--- config.mk ---
export PLATFORM = sky130hd
export DESIGN_NAME = arrsum_core
export DESIGN_NICKNAME = d
export VERILOG_FILES = /design/src/rtl/arrsum_pkg.sv /design/src/rtl/arrsum_fu.sv /design/src/rtl/arrsum_chain.sv /design/src/rtl/arrsum_ctrl.sv /design/src/rtl/arrsum_core.sv
export SDC_FILE = /design/constraint.sdc
export NUM_CORES = 1
export LEC_CHECK = 0
export ABC_AREA = 1
export BUFFER_PORTS_ARGS = -buffer_cell sky130_fd_sc_hd__buf_2
export CORE_ASPECT_RATIO = 1.5
export CORE_MARGIN = 2
export CORE_UTILIZATION = 55
export DETAILED_ROUTE_END_ITERATION = 6
export PLACE_DENSITY = 0.79
export SYNTH_ARGS = -nofsm -noshare
export SYNTH_HDL_FRONTEND = slang
export SYNTH_SLANG_ARGS = --single-unit
--- constraint.sdc ---
create_clock -name clk -period 10 [get_ports clk]
set_clock_uncertainty 0.05 [all_clocks]
set_input_delay 1 -clock clk [delete_from_list [all_inputs] [get_ports clk]]
set_output_delay 1 -clock clk [all_outputs]
set_load 0.05 [all_outputs]
--- src/rtl/arrsum_pkg.sv ---
package arrsum_pkg;
  parameter int DW  = 32;
  parameter int AW  = 32;
  parameter int CSW = 3;
  parameter int OPW = 2;
  localparam int BYTE_SH = $clog2(DW / 8);

  typedef enum logic [CSW-1:0] {
    CS_IDLE  = 3'd0,
    CS_ENTRY = 3'd1,
    CS_TEST  = 3'd2,
    CS_LOAD  = 3'd3,
    CS_WAIT  = 3'd4,
    CS_EXIT  = 3'd5
  } cstate_t;

  typedef enum logic [OPW-1:0] {
    FOLD_ADD = 2'd0,
    FOLD_SUB = 2'd1,
    FOLD_XOR = 2'd2,
    FOLD_MAX = 2'd3
  } fold_t;

  // field order of this struct is the serial chain order, top bit first
  typedef struct packed {
    cstate_t         cs;
    logic [DW-1:0]   idx;
    logic [DW-1:0]   acc;
    logic [AW-1:0]   base;
    logic [DW-1:0]   cnt;
    logic [DW-1:0]   step;
    logic [DW-1:0]   init;
    fold_t           op;
  } arch_t;

  localparam int CHAIN_W = $bits(arch_t);
endpackage

--- src/rtl/arrsum_fu.sv ---
module arrsum_fu
  import arrsum_pkg::*;
#(
  parameter int W = DW
) (
  input  fold_t        op,
  input  logic [W-1:0] acc,
  input  logic [W-1:0] elem,
  output logic [W-1:0] y
);
  always_comb begin
    case (op)
      FOLD_ADD: y = acc + elem;
      FOLD_SUB: y = acc - elem;
      FOLD_XOR: y = acc ^ elem;
      FOLD_MAX: y = ($signed(elem) > $signed(acc)) ? elem : acc;
      default:  y = acc + elem;
    endcase
  end
endmodule

--- src/rtl/arrsum_chain.sv ---
module arrsum_chain
  import arrsum_pkg::*;
(
  input  logic  clk,
  input  logic  rst,
  input  logic  shift_en,
  input  logic  scan_in,
  input  logic  upd_en,
  input  arch_t nxt,
  output arch_t cur,
  output logic  scan_out
);
  logic [CHAIN_W-1:0] flat;
  arch_t              rst_val;

  assign flat = cur;
  assign scan_out = flat[CHAIN_W-1];

  always_comb begin
    rst_val      = '0;
    rst_val.cs   = CS_IDLE;
    rst_val.step = DW'(1);
    rst_val.op   = FOLD_ADD;
  end

  always_ff @(posedge clk) begin
    if (rst) begin
      cur <= rst_val;
    end else if (shift_en) begin
      cur <= arch_t'({flat[CHAIN_W-2:0], scan_in});
    end else if (upd_en) begin
      cur <= nxt;
    end
  end
endmodule

--- src/rtl/arrsum_ctrl.sv ---
module arrsum_ctrl
  import arrsum_pkg::*;
(
  input  logic          clk,
  input  logic          rst,
  input  arch_t         cur,
  input  logic          start,
  input  logic [AW-1:0] base_addr,
  input  logic [DW-1:0] count,
  input  logic          resume,
  input  logic          scan_en,
  input  logic          patch_en,
  input  logic [DW-1:0] patch_trig,
  input  logic          mem_rvalid,
  input  logic [DW-1:0] fold_y,
  output arch_t         nxt,
  output logic          upd_en,
  output logic          parked,
  output logic          done,
  output logic [DW-1:0] result,
  output logic          exc,
  output logic          mem_req,
  output logic [AW-1:0] mem_addr
);
  logic          host_ok;
  logic          park_d;
  logic          exc_d;
  logic          req_d;
  logic          fin_d;
  logic [AW-1:0] off;

  assign host_ok = parked && !scan_en;
  assign off     = AW'(cur.idx) << BYTE_SH;

  always_comb begin
    nxt    = cur;
    upd_en = 1'b0;
    park_d = parked;
    exc_d  = exc;
    req_d  = 1'b0;
    fin_d  = 1'b0;
    if (parked) begin
      if (host_ok && start) begin
        upd_en   = 1'b1;
        nxt.cs   = CS_ENTRY;
        nxt.base = base_addr;
        nxt.cnt  = count;
        park_d   = 1'b0;
        exc_d    = 1'b0;
      end else if (host_ok && resume) begin
        park_d = 1'b0;
        exc_d  = 1'b0;
      end
    end else begin
      upd_en = 1'b1;
      case (cur.cs)
        CS_ENTRY: begin
          nxt.idx = cur.init;
          nxt.acc = '0;
          nxt.cs  = CS_TEST;
        end
        CS_TEST: begin
          if ($signed(cur.idx) < $signed(cur.cnt)) begin
            nxt.cs = CS_LOAD;
            if (patch_en && (cur.idx == patch_trig)) begin
              park_d = 1'b1;
              exc_d  = 1'b1;
            end
          end else begin
            nxt.cs = CS_EXIT;
          end
        end
        CS_LOAD: begin
          req_d  = 1'b1;
          nxt.cs = CS_WAIT;
        end
        CS_WAIT: begin
          if (mem_rvalid) begin
            nxt.acc = fold_y;
            nxt.idx = cur.idx + cur.step;
            nxt.cs  = CS_TEST;
          end
        end
        CS_EXIT: begin
          fin_d  = 1'b1;
          nxt.cs = CS_IDLE;
          park_d = 1'b1;
        end
        default: begin
          nxt.cs = CS_IDLE;
          park_d = 1'b1;
        end
      endcase
    end
  end

  always_ff @(posedge clk) begin
    if (rst) begin
      parked   <= 1'b1;
      exc      <= 1'b0;
      done     <= 1'b0;
      result   <= '0;
      mem_req  <= 1'b0;
      mem_addr <= '0;
    end else begin
      parked  <= park_d;
      exc     <= exc_d;
      done    <= fin_d;
      mem_req <= req_d;
      if (fin_d) result <= cur.acc;
      if (req_d) mem_addr <= cur.base + off;
    end
  end
endmodule

--- src/rtl/arrsum_core.sv ---
module arrsum_core
  import arrsum_pkg::*;
(
  input  logic          clk,
  input  logic          rst,
  input  logic          start,
  input  logic [AW-1:0] base_addr,
  input  logic [DW-1:0] count,
  input  logic          resume,
  input  logic          patch_en,
  input  logic [DW-1:0] patch_trig,
  output logic          done,
  output logic [DW-1:0] result,
  output logic          exc,
  output logic          mem_req,
  output logic [AW-1:0] mem_addr,
  input  logic          mem_rvalid,
  input  logic [DW-1:0] mem_rdata,
  input  logic          scan_en,
  input  logic          scan_in,
  output logic          scan_out
);
  arch_t         cur;
  arch_t         nxt;
  logic          upd_en;
  logic          parked;
  logic [DW-1:0] fold_y;

  arrsum_fu #(.W(DW)) u_fu (
    .op   (cur.op),
    .acc  (cur.acc),
    .elem (mem_rdata),
    .y    (fold_y)
  );

  arrsum_chain u_chain (
    .clk      (clk),
    .rst      (rst),
    .shift_en (scan_en && parked),
    .scan_in  (scan_in),
    .upd_en   (upd_en),
    .nxt      (nxt),
    .cur      (cur),
    .scan_out (scan_out)
  );

  arrsum_ctrl u_ctrl (
    .clk        (clk),
    .rst        (rst),
    .cur        (cur),
    .start      (start),
    .base_addr  (base_addr),
    .count      (count),
    .resume     (resume),
    .scan_en    (scan_en),
    .patch_en   (patch_en),
    .patch_trig (patch_trig),
    .mem_rvalid (mem_rvalid),
    .fold_y     (fold_y),
    .nxt        (nxt),
    .upd_en     (upd_en),
    .parked     (parked),
    .done       (done),
    .result     (result),
    .exc        (exc),
    .mem_req    (mem_req),
    .mem_addr   (mem_addr)
  );
endmodule

==> qor.yml, run 1 <==
outcome:
  status: "completed"
logic_synthesis:
  ys_types: 57
  yosys_warnings: 0
  syn_inst: 3083
  synth_ff_type: "dfxtp_1"
  synth_edf_count: 0
  synth_area_per_cell_um2: 6.424
  async_flop_share_pct: 0
  synth_nets: 3377
  ys_seq_elements: 265
  synth_area_um2: 19810
  yosysSeqAreaShare_pct: 26.78
clock_network:
  clk_pin_slew_ns: 0.07
  cts_buffer_depth: 3
  cts.sinks: 265
  cts_buffers: 29
  post-cts-setup-buffer-count: 0
  htree_levels: 1
  root_buffer: "clkbuf_16"
  ctsResizeCount: 0
  cts_hold_buffers: 0
  clkLatencyLatePin_ns: 0.58
  cts_tree: "done"
worst_setup_path:
  startpoint_type: "flip-flop"
  worst-path-stages: 17
  r2r_end: "u_chain.cur[148]"
  slowest_stage: "clkinv_1"
  path_cells: "nor2_2, clkinv_1, nand2_1, nand2_1, xor2_1, ha_1, nand2_1, nor2_1, inv_1, nor3_1, nand2_1, nand3_1, nand3_1, a21oi_1, nand3_1, nand2_1, nor2_1"
  cp.arrival_ns: 5.21
  criticalPathCategory: "flip-flop to flip-flop"
  max_stage_delay_ns: 0.81
  r2r_cells: 17
  cp.required_ns: 10.42
  r2r_setup_slack_ns: 5.22
  cp-endpoint: "u_chain.cur[148]"
  crit_start: "u_chain.cur[1]"
  path_delay_family: "simple AND/OR/NAND/NOR gates"
  crit_fanout: 18
  endpoint_kind: "flip-flop"
  reg2reg_from: "u_chain.cur[1]"
  cpMostUsedCell: "nand2_1"
  crit_buf_inv: 2
routing:
  ant_nets: 0
  via_count: 21593
  totalWireLength_um: 70190
  drc: 0
  first_iter_violations: 1711
  firstDrtPassIters: 6
  viasPerCell: 5.834
  wire_per_inst_um: 18.96
power_and_ir_drop:
  leakage_nw: 10.92
  p_sw_share_pct: 36.28
  pwr-share-comb_pct: 28.9
  power_frac_seq_pct: 36.5
  p_sw_mw: 1.198
  power.density_nw_per_um2: 150.2
  p_clk_share_pct: 34.6
  max-vdd-ir-drop_mv: 0.1218
  p_total_mw: 3.301
  p_int_mw: 2.103
final_layout:
  final_core_util_pct: 61.51
  multi_input_area_um2: 12360
  drive_gt1_share_pct: 9.742
  seqCellArea_um2: 5305
  antennaDiodeCount: 0
  fin_cells: 3701
  syn_to_final_growth_pct: 10.98
  final_cell_mix: "nand2_1 (655), inv_1 (411), nor2_1 (352)"
  final_common_cell: "nand2_1"
  fillCellCount: 3502
  fin_nets: 3495
global_routing:
  grt_pass1_vias: 20466
  grt_pass1_wl_um: 108800
  antenna_found_initial: 0
  grt_start_max_net_pins: 130
  grt_usage_pct: 36.13
  grt_remaining_overflow: 0
sta:
  grt_setup_unrepaired: "no"
  fmax_ghz: 0.2091
  final_hold_viol_count: 0
  drv_slew: 0
  hold_slack_ns: 0.4033
  setup-violations-final: 0
  setup_tns_ns: 0
  worstMarginPinSlew_ns: 1.128
  fin_crit_sh_pct: 47.83
  slew_headroom_pct: 24.66
  min_period_ns: 4.783
die:
  start_util_pct: 55.43
  rows: 85
  die_w_um: 158.9
  dieHeight_um: 236.4
  die-area_um2: 37580
  core_um2: 35730
  ioPinCount: 204
placed_design:
  gp_congestion: 1.061
  io_buffers: 203
  hpwl_um: 52750
  dp.cells: 3648
job:
  cap_violations: 0
hold_path:
  worstHoldStart: "u_ctrl.exc"
  hp-class: "flip-flop to flip-flop"
layer usage:
metal	share of wire (%)	global-route usage, %	vias to the layer above
met5	0	0	-
met3	6.4	3.693	247
li1	-	-	10481
met1	37	39.83	9882
met2	49	65.12	983
met4	7.8	24.99	0
area by class of cell:
| cell class | instances | area share, % |
|---|---|---|
| clock buffers | 39 | 3.837 |
| clock inverters | 14 | 0.7798 |
| inverters | 421 | 7.235 |
| multi-input cells | 2268 | 56.23 |
| flip-flops and latches | 265 | 24.13 |
| well taps | 478 | 2.721 |
| repair buffers | 216 | 5.066 |
registers in the layout (all words and copies together), names as in the netlist:
| register | flops |
|---|---|
| u_ctrl.done | 1 |
| u_chain.cur | 197 |
| u_ctrl.exc | 1 |
| u_ctrl.mem_req | 1 |
| u_ctrl.mem_addr | 32 |
| u_ctrl.result | 32 |
| u_ctrl.parked | 1 |
synth_stat cells (12+ instances only):
master | n | area [µm²]
ha_1 | 155 | 1939
buf_2 | 26 | 130.1
o211ai_1 | 12 | 90.09
xnor2_1 | 21 | 183.9
dfxtp_1 | 265 | 5305
buf_1 | 15 | 56.30
nand3_1 | 221 | 1106
a21oi_1 | 299 | 1496
clkbuf_1 | 80 | 300.3
xor2_1 | 54 | 473.0
a21o_1 | 13 | 97.59
o21ai_0 | 230 | 1151
nor2_1 | 353 | 1325
a22oi_1 | 13 | 97.59
a221oi_1 | 12 | 105.1
nor3_1 | 26 | 130.1
o221ai_1 | 65 | 569.3
inv_1 | 413 | 1550
nand4_1 | 21 | 131.4
nand2_1 | 655 | 2459
o21bai_1 | 12 | 90.09
worst min-delay path by stage:
stage | endpoint | slack (ns) | cells past startpoint
3_3_place_gp | u_ctrl.exc | 0.38 | 2
3_5_place_dp | u_ctrl.exc | 0.39 | 2
2_1_floorplan | u_chain.cur[14] | 0.39 | 2
6_report | u_ctrl.exc | 0.40 | 2
5_1_grt | u_chain.cur[10] | 0.43 | 2
4_1_cts | u_ctrl.exc | 0.41 | 2
worst register-to-register path: stages, from the launching register on:
cell and delay, ns:
dfxtp_1 0.46, nor2_2 0.70, clkinv_1 0.81, nand2_1 0.33
nand2_1 0.09, xor2_1 0.15, ha_1 0.36, nand2_1 0.14
nor2_1 0.16, inv_1 0.10, nor3_1 0.56, nand2_1 0.15
nand3_1 0.11, nand3_1 0.09, a21oi_1 0.16, nand3_1 0.09
nand2_1 0.11, nor2_1 0.05
power by group through the flow:
| stage | logic, mW | clock network, mW | registers [mW] |
|---|---|---|---|
| 6_report | 0.953 | 1.14 | 1.21 |
| 5_1_grt | 1.06 | 1.20 | 1.21 |
| 4_1_cts | 0.935 | 1.16 | 1.20 |
| 3_5_place_dp | 0.929 | 0 | 1.22 |
| 3_3_place_gp | 0.915 | 0 | 1.22 |
| 2_1_floorplan | 0.678 | 0 | 1.18 |
through the flow:
stage	area (µm²)	setup WS, ns
2_1_floorplan	19810	6.184
3_3_place_gp	20970	5.239
3_5_place_dp	20970	5.183
4_1_cts	21980	5.386
5_1_grt	21980	5.004
6_report	21980	5.217
cells by family after synthesis:
logic type      count (synthesis)  share of synthesized area, %
compound gates                729                         21.73
xor+xnor                       75                         3.316
fa+ha+maj                     158                         10.09
buf+inv                       550                         10.88
flops                         265                         26.78
simple gates                 1306                         27.19
(Power assumes the default switching activity.)
==> run 2, diff against run 1 <==
- PLACE_DENSITY: 0.79 -> 0.82
- clock period: 10 -> 4.28 ns (I/O delays scaled with it)
==> qor.yml, run 2 (same netlist as run 1, synthesis figures left out) <==
power_and_ir_drop:
  max-vdd-ir-drop_mv: 0.3745  # was 0.1218 mV
  p_sw_share_pct: 36.18  # was 36.28%
  p_sw_mw: 2.782  # was 1.198 mW
  leakage_nw: 10.99  # was 10.92 nW
  pwr-share-comb_pct: 29.4  # was 28.9%
  power.density_nw_per_um2: 347.9  # was 150.2 nW/µm²
  power_frac_seq_pct: 36.4  # was 36.5%
  p_clk_share_pct: 34.2  # was 34.6%
  p_int_mw: 4.908  # was 2.103 mW
global_routing:
  grt_pass1_wl_um: 109700  # was 108800 µm
  grt_pass1_vias: 21133  # was 20466
  grt_start_max_net_pins: 119  # was 130
  grt_remaining_overflow: 0  # unchanged
  grt_usage_pct: 36.40  # was 36.13%
  antenna_found_initial: 3  # was 0
worst_setup_path:
  cp.arrival_ns: 4.09  # was 5.21 ns
  max_stage_delay_ns: 0.46  # was 0.81 ns
  startpoint_type: "flip-flop"  # unchanged
  endpoint_kind: "flip-flop"  # unchanged
  slowest_stage: "dfxtp_1"  # was clkinv_1
  path_cells: "nor2_2, clkinv_1, buf_4, o21ai_0, xor2_1, inv_1, ha_1, nand2_1, a21oi_1, nor2_1, nand3_1, nand2_1, nand2_1, nand2_1, nand2_1, nand2_1, nand3_1, nand2_1, o21ai_0, nor2_1, nor2_1"  # was nor2_2, clkinv_1, nand2_1, nand2_1, xor2_1, ha_1, nand2_1, nor2_1, inv_1, nor3_1, nand2_1, nand3_1, nand3_1, a21oi_1, nand3_1, nand2_1, nor2_1
  criticalPathCategory: "flip-flop to flip-flop"  # unchanged
  cp.required_ns: 4.68  # was 10.42 ns
  cpMostUsedCell: "nand2_1"  # unchanged
  crit_fanout: 13  # was 18
outcome:
  status: "completed"  # unchanged
clock_network:
  post-cts-setup-buffer-count: 0  # unchanged
  clk_pin_slew_ns: 0.07  # about the same
  cts_buffers: 29  # unchanged
  cts_tree: "done"  # unchanged
  cts.sinks: 265  # unchanged
  cts_hold_buffers: 0  # unchanged
  root_buffer: "clkbuf_16"  # unchanged
  htree_levels: 1  # unchanged
  clkLatencyLatePin_ns: 0.57  # was 0.58 ns
  cts_buffer_depth: 3  # unchanged
  ctsResizeCount: 0  # unchanged
sta:
  final_hold_viol_count: 0  # unchanged
  layout_setup_ws_ns: 0.5946  # was 5.217 ns
  min_period_ns: 3.685  # was 4.783 ns
  fmax_ghz: 0.2713  # was 0.2091 GHz
  fin_crit_sh_pct: 86.11  # was 47.83%
  setup-violations-final: 0  # unchanged
  worstMarginPinSlew_ns: 1.059  # was 1.128 ns
  slew_headroom_pct: 29.39  # was 24.66%
  setup_tns_ns: 0  # unchanged
  grt_setup_unrepaired: "no"  # unchanged
  drv_slew: 0  # unchanged
final_layout:
  fin_area_um2: 22110  # was 21980 µm²
  regMostFlops: "u_chain.cur"  # unchanged
  fillCellCount: 3476  # was 3502
  fin_nets: 3511  # was 3495
  syn_to_final_growth_pct: 11.62  # was 10.98%
  final_cell_mix: "nand2_1 (655), inv_1 (411), nor2_1 (352)"  # unchanged
  drive_gt1_share_pct: 10.13  # was 9.742%
  final_common_cell: "nand2_1"  # unchanged
  largest_reg_flops: 197  # unchanged
  reg_top3: "u_chain.cur (197), u_ctrl.mem_addr (32), u_ctrl.result (32)"  # unchanged
placed_design:
  hpwl_um: 54310  # was 52750 µm
  io_buffers: 203  # unchanged
  dp_worst_setup_slack_ns: 0.1481  # was 5.183 ns
  dpl-instance-area_um2: 21110  # was 20970 µm²
  gp_congestion: 1.022  # was 1.061
die:
  start_util_pct: 55.43  # unchanged
  ioPinCount: 204  # unchanged
  rows: 85  # unchanged
  core_um2: 35730  # unchanged
  die-area_um2: 37580  # unchanged
  dieHeight_um: 236.4  # unchanged
  die_w_um: 158.9  # unchanged
routing:
  ant_nets: 0  # unchanged
  first_iter_violations: 1499  # was 1711
  drc: 0  # unchanged
  viasPerCell: 5.837  # was 5.834
  via_count: 21707  # was 21593
  firstDrtPassIters: 6  # unchanged
  wire_per_inst_um: 19.08  # was 18.96 µm
  totalWireLength_um: 70970  # was 70190 µm
hold_path:
  hp-class: "input port to flip-flop"  # was flip-flop to flip-flop
job:
  cap_violations: 0  # unchanged
## run 2: changes by cell type in the layout (fill, tap and decap cells not counted)
| cell | previous run | this run |
|---|---|---|
| clkinv_2 | 4 | 5 |
| inv_8 | 1 | 0 |
| clkbuf_8 | 8 | 7 |
| buf_12 | 0 | 2 |
| clkinvlp_4 | 2 | 4 |
| clkinv_4 | 3 | 0 |
| diode_2 | 0 | 2 |
| buf_4 | 13 | 27 |
| clkbuf_1 | 2 | 4 |
## run 2: stage by stage
stage	utilization [%]	hold slack, ns	power (mW)	cells
6_report	61.87	0.1377	7.691	3719
3_3_place_gp	59.08	0.4006	5.016	3664
2_1_floorplan	-	0.3902	4.351	3083
5_1_grt	61.86	0.1615	8.078	3718
3_5_place_dp	59.08	0.4027	5.058	3664
4_1_cts	61.85	0.1201	7.676	3717
## run 2: cell type report
cell class                 count  area (µm²)  area share (%)
clock inverter                13       153.9          0.6961
tap                          478       598.1           2.705
antenna                        2       5.005         0.02264
clock buffer                  40       837.1           3.786
timing repair buffer         232        1259           5.694
multi-input combinational   2268       12360           55.91
sequential                   265        5305           24.00
inverter                     421        1590           7.193
## run 2: worst paths after layout
kind	start	endpoint	slack [ns]	cells after the start
min reg2reg	u_chain.cur[6]	u_chain.cur[7]	0.42	2
min	count[12]	u_chain.cur[78]	0.14	5
max	u_chain.cur[1]	u_chain.cur[151]	0.59	21
max reg2reg	u_chain.cur[1]	u_chain.cur[151]	0.59	21
## run 2: per-layer routing
metal	part of all wire (%)	routed length (µm)	vias up	GRT usage (%)
met5	0	0	-	0
met4	8.7	6141	0	27.08
met3	6.7	4767	307	3.886
met2	49	34570	1006	65.52
met1	36	25490	9882	39.33
li1	-	-	10512	-
## run 2: worst max-delay path: cells and delay by family, from the launching register on
| kind | cells | cell delay, ns |
|---|---|---|
| and+or+nand+nor | 13 | 1.77 |
| buffers and inverters | 3 | 0.53 |
| DFF | 1 | 0.46 |
| adders and majority gates | 1 | 0.32 |
| AOI/OAI and AO/OA | 3 | 0.26 |
| xor gates and xnor gates | 1 | 0.17 |
## run 2: power by group through the flow
stage	Combinational, mW	Clock (mW)	Sequential [mW]
floorplan	1.58	0	2.77
global placement	2.17	0	2.84
detailed placement	2.21	0	2.84
CTS	2.23	2.66	2.79
global route	2.51	2.76	2.81
finish	2.26	2.63	2.80
